$ cat src/rtl/pclk_pkg.sv
package pclk_pkg;
  localparam int SEL_W = 2;
  // largest valid code gives the longest period; counter spans it
  localparam int MAX_CODE = (1 << SEL_W) - 2;
  localparam int CNT_W = (MAX_CODE < 1) ? 1 : MAX_CODE;
  localparam logic [SEL_W-1:0] SEL_BAD = '1;

  typedef logic [SEL_W-1:0] sel_t;
  typedef logic [CNT_W-1:0] cnt_t;

  typedef enum logic {WSRC_PCLK = 1'b0, WSRC_LSO = 1'b1} wdt_src_e;

  function automatic logic sel_ok(sel_t s);
    return s != SEL_BAD;
  endfunction

  // index of last cycle in a period of length 2**s
  function automatic cnt_t last_phase(sel_t s);
    logic [CNT_W:0] len;
    len = (CNT_W + 1)'(1) << s;
    return CNT_W'(len - 1'b1);
  endfunction
endpackage

$ cat src/rtl/pclk_div.sv
module pclk_div
  import pclk_pkg::*;
(
  input  logic clk,
  input  logic rst_n,
  input  logic wr_i,
  input  sel_t sel_i,
  input  logic standby_i,
  output logic strobe_o,
  output sel_t act_sel_o,
  output sel_t pend_sel_o,
  output logic period_end_o
);
  cnt_t phase_q;
  sel_t act_q, pend_q;
  logic accept;

  assign accept       = wr_i & sel_ok(sel_i);
  assign period_end_o = (phase_q == last_phase(act_q));
  assign strobe_o     = rst_n & (phase_q == '0) & ~standby_i;
  assign act_sel_o    = act_q;
  assign pend_sel_o   = pend_q;

  always_ff @(posedge clk) begin
    if (!rst_n) begin
      phase_q <= '0;
      act_q   <= '0;
      pend_q  <= '0;
    end else begin
      if (period_end_o) begin
        phase_q <= '0;
        act_q   <= pend_q;
      end else begin
        phase_q <= phase_q + 1'b1;
      end
      if (accept) pend_q <= sel_i;
    end
  end
endmodule

$ cat src/rtl/pclk_lso.sv
module pclk_lso
  import pclk_pkg::*;
(
  input  logic clk,
  input  logic rst_n,
  input  logic cfg_lock_i,
  input  logic stop_wr_i,
  input  logic stop_i,
  input  logic src_wr_i,
  input  logic src_i,
  input  logic tick_i,
  output logic lock_o,
  output logic stop_accept_o,
  output logic lso_en_o,
  output logic wdt_src_o,
  output logic tick_o
);
  logic lock_q, stop_q;
  wdt_src_e src_q;

  assign stop_accept_o = stop_wr_i & ~lock_q;
  assign lock_o        = lock_q;
  assign lso_en_o      = lock_q | ~stop_q;
  assign wdt_src_o     = lock_q | (src_q == WSRC_LSO);
  assign tick_o        = tick_i & lso_en_o;

  always_ff @(posedge clk) begin
    if (!rst_n) begin
      lock_q <= cfg_lock_i;
      stop_q <= 1'b0;
      src_q  <= WSRC_PCLK;
    end else begin
      if (stop_accept_o) stop_q <= stop_i;
      if (src_wr_i) src_q <= wdt_src_e'(src_i);
    end
  end
endmodule

$ cat src/rtl/pclk_ctrl.sv
module pclk_ctrl
  import pclk_pkg::*;
(
  input  logic       clk,
  input  logic       rst_n,
  input  logic       cfg_lock_i,
  input  logic       div_wr_i,
  input  logic [1:0] div_sel_i,
  input  logic       lso_stop_wr_i,
  input  logic       lso_stop_i,
  input  logic       wdt_src_wr_i,
  input  logic       wdt_src_i,
  input  logic       standby_i,
  input  logic       lso_tick_i,
  output logic       pclk_en_o,
  output logic       lso_en_o,
  output logic       wdt_src_o,
  output logic       lso_tick_o
);
  sel_t act_sel, pend_sel;
  logic period_end, lock, stop_accept;

  pclk_div u_div (
    .clk         (clk),
    .rst_n       (rst_n),
    .wr_i        (div_wr_i),
    .sel_i       (div_sel_i),
    .standby_i   (standby_i),
    .strobe_o    (pclk_en_o),
    .act_sel_o   (act_sel),
    .pend_sel_o  (pend_sel),
    .period_end_o(period_end)
  );

  pclk_lso u_lso (
    .clk          (clk),
    .rst_n        (rst_n),
    .cfg_lock_i   (cfg_lock_i),
    .stop_wr_i    (lso_stop_wr_i),
    .stop_i       (lso_stop_i),
    .src_wr_i     (wdt_src_wr_i),
    .src_i        (wdt_src_i),
    .tick_i       (lso_tick_i),
    .lock_o       (lock),
    .stop_accept_o(stop_accept),
    .lso_en_o     (lso_en_o),
    .wdt_src_o    (wdt_src_o),
    .tick_o       (lso_tick_o)
  );
endmodule

$ cat config.mk
export PLATFORM = sky130hd
export DESIGN_NAME = pclk_ctrl
export DESIGN_NICKNAME = d
export VERILOG_FILES = /design/src/rtl/pclk_pkg.sv /design/src/rtl/pclk_div.sv /design/src/rtl/pclk_lso.sv /design/src/rtl/pclk_ctrl.sv
export SDC_FILE = /design/constraint.sdc
export NUM_CORES = 1
export LEC_CHECK = 0
export CORE_AREA = 4 4 41 43
export CTS_CLUSTER_SIZE = 12
export DETAILED_ROUTE_END_ITERATION = 8
export DIE_AREA = 0 0 45 47
export DONT_BUFFER_PORTS = 1
export PLACE_DENSITY = 0.48
export SLEW_MARGIN = 10
export SYNTH_ARGS = -nofsm -noshare
export SYNTH_HDL_FRONTEND = slang
export SYNTH_HIERARCHICAL = 1
export SYNTH_SLANG_ARGS = --single-unit
$ cat constraint.sdc
create_clock -name clk -period 1 [get_ports clk]
set_input_delay 0.15 -clock clk [delete_from_list [all_inputs] [get_ports clk]]
set_output_delay 0.15 -clock clk [all_outputs]
set_load 0.1 [all_outputs]
==> flow_metrics.env <==
export IMPL_postRouteAntennaNets=0
export IMPL_leakage_uw=0.000264
export IMPL_grt_pass1_wl_um=1550
export IMPL_synth_xor_area_share_pct=2.05
export IMPL_cp_arrival_ps=1090
export IMPL_grt_setup_unrepaired="true"
export IMPL_irDropWorstVdd_v=0.000887
export IMPL_synth_area_leaders="dfxtp_1 37%, edfxtp_1 7.0%, mux2i_1 4.7%"
export IMPL_synthCells=50
export IMPL_drive_gt1_share_pct=42.9
export IMPL_end_kind="output pin"
export IMPL_max_slew_margin_rel_pct=79.8
export IMPL_syn_to_final_growth_pct=50.6
export IMPL_worstMarginPinSlew_ps=305
export IMPL_cp_start_kind="register"
export IMPL_multi_input_area_um2=287
export IMPL_dr_pass1_iters=4
export IMPL_r2r_cells=5
export IMPL_cpPeakStageDelay_ps=320
export IMPL_crit_start="u_div/phase_q[0]"
export IMPL_worst_ep_required_time_ps=850
export IMPL_synth_top_family_by_area="simple AND/OR/NAND/NOR gates"
export IMPL_slowest_stage="dfxtp_2"
export IMPL_grt_ovfl_total=0
export IMPL_cts_inserted_buffers=3
export IMPL_synth_area_per_cell_um2=8.56
export IMPL_cp_cell_sequence="inv_2 -> ha_4 -> nand2_4 -> nor2_4 -> buf_12"
export IMPL_max_cap_viol_count=0
export IMPL_clk_path_buf_depth=2
export IMPL_yosys_area_top_type="dfxtp_1"
export IMPL_r2r_slack_ps=-90
export IMPL_routedWlPerCell_um=11.4
export IMPL_dp_slack_ps=-30.5
export IMPL_power_density_mw_per_mm2=1510
export IMPL_status="finished, violations left"
export IMPL_ios=16
export IMPL_syn_nets=63
export IMPL_r2r_start="u_div/phase_q[0]"
export IMPL_yosys_area_top_type_share_pct=37.4
export IMPL_post_route_min_period_ps=1240
export IMPL_timing_final_crit_share_pct=124
export IMPL_vias_per_cell=5.05
export IMPL_place_gp_congestion=0.800
export IMPL_whs_endpoint="u_div/act_sel_o[1]"
export IMPL_worstPathMaxFanout=2
export IMPL_finalSetupViolations=6
export IMPL_dp_hpwl_um=666
export IMPL_insertion_delay_ps=270
export IMPL_hp_class="in2reg"
export IMPL_hold_start="rst_n"
export IMPL_setup_ws_ps=-242
export IMPL_slew_violations=0
export IMPL_cts_tree="yes"
export IMPL_violations="setup timing"
export IMPL_initial_core_util_pct=32.9
export IMPL_grt_pass1_vias=395
export IMPL_clk_pin_slew_ps=60
export IMPL_nFillCells=131
export IMPL_die_area_mm2=0.00212
export IMPL_final_cell_area_um2=644
export IMPL_synth_compound_area_share_pct=14.0
export IMPL_detail_route_iter0_violations=3
export IMPL_yosys_warnings=6
export IMPL_finalHoldViolCount=0
export IMPL_vias=394
export IMPL_ys_ff_latch=9
export IMPL_n_antenna_cell=0
export IMPL_dpl_cell_area_um2=519
export IMPL_whs_path_depth=1
export IMPL_crit_type="reg2out"
export IMPL_rr_endpoint="u_div/act_sel_o[0]"
export IMPL_synth_simple_area_share_pct=26.3
export IMPL_netlist_area_um2=428
export IMPL_root_buffer="clkbuf_4"
export IMPL_antenna_found_initial=0
export IMPL_cts_htree_levels=1
export IMPL_cts_num_sinks=9
export IMPL_register_area_um2=194
export IMPL_fmax_mhz=805
export IMPL_die_x_um=45
export IMPL_grt_max_degree=10
export IMPL_core_region_area_mm2=0.00130
export IMPL_io_buffers=0
export IMPL_mostFrequentLayoutCells="5 x buf_4, 5 x dfxtp_1, 4 x nor3_1, 4 x nor2_1"
export IMPL_routed_wl_um=887
export IMPL_synthMuxAreaShare_pct=4.68
export IMPL_track_usage_pct=10.5
export IMPL_ys_types=24
export IMPL_synthAdderAreaFrac_pct=2.92
export IMPL_std_cell_rows=13
export IMPL_die_height_um=47
export IMPL_remaining_drc_errors=0
export IMPL_final_nets=77
export IMPL_skew_ps=5.64
export IMPL_ys_seq_area_share_pct=44.4
==> how the worst max path moves through the flow <==
stage	endpoint	slack, ps	cells after the start
after floorplan	pclk_en_o	-270	5
after global placement	pclk_en_o	-10	5
after detailed placement	u_div/act_sel_o[0]	-30	4
after CTS	pclk_en_o	-250	5
after global routing	pclk_en_o	-290	5
final	pclk_en_o	-240	5
==> cells by family (layout without fill, tap and decap cells) <==
kind of cell	after synthesis	after routing
fa+ha+maj	1	1
xor+xnor	1	1
simple gates	22	22
compound gates	9	9
buf+inv	6	19
mux	2	2
flops	9	9
==> critical path, delay by kind of cell (launching register included) <==
family,cells,cell delay [ps]
buffers and inverters,2,250
flip-flops,1,320
adder cells (fa/ha/maj),1,130
AND/OR/NAND/NOR,2,130
==> report_power, final <==
group / internal, uW / total, uW / switching [uW]
clock network: 148 / 283 / 135
registers: 392 / 418 / 26.2
logic: 116 / 270 / 154
total: 656 / 971 / 315
==> cell usage after synthesis <==
master,n
nand2_1,4
buf_2,1
a211oi_1,1
o221a_1,1
a21oi_1,1
o31ai_1,1
nor2b_2,1
nor2b_1,3
nor2_1,5
a21boi_0,1
mux2i_1,2
ha_1,1
edfxtp_1,1
xor2_1,1
nand2b_1,1
o21ai_0,3
inv_1,5
or2_2,1
and3_2,1
and2_1,1
nand3_1,1
dfxtp_1,8
nor3_1,4
a31oi_1,1
==> stage by stage <==
stage	hold slack [ps]	utilization, %	std cells	TNS, ps	total power, uW
2_1_floorplan	249	-	50	-493	598
3_3_place_gp	249	39.9	68	-21.3	631
3_5_place_dp	249	39.9	68	-56.3	638
4_1_cts	15.0	46.9	77	-991	949
5_1_grt	9.49	49.5	78	-1290	1010
6_report	18.7	49.5	78	-987	971
==> layer usage <==
metal  part of all wire [%]  vias to the layer above  GRT usage, %
li1                       -                      192             -
met1                     38                      179          11.8
met2                     49                       18          16.7
met3                    9.4                        5          2.68
met4                    3.2                        0          8.77
met5                      0                        -             0
==> final cells by class <==
cell class | count | share of cell area [%]
Multi-Input combinational cell | 35 | 44.5
Clock buffer | 3 | 3.50
Tap cell | 15 | 2.91
Inverter | 5 | 2.91
Sequential cell | 9 | 30.1
Clock inverter | 1 | 0.777
Timing Repair Buffer | 10 | 15.3
==> registers in the layout, summed over array words and instances, names as in the netlist <==
signal and cells:
u_div/pend_sel_o 2, u_lso/src_q 1, u_div/phase_q 2, u_lso/stop_q 1, u_div/act_sel_o 2, u_lso/lock_o 1
==> what timing repair did <==
action	CTS	global route
buffers inserted	2	1
endpoints found under the setup margin	5	8
hold buffers	3	0
pin swaps	6	2
hold endpoints to repair	3	0
gates resized for setup	6	6
No activity file was read; power rests on OpenSTA's default activity.
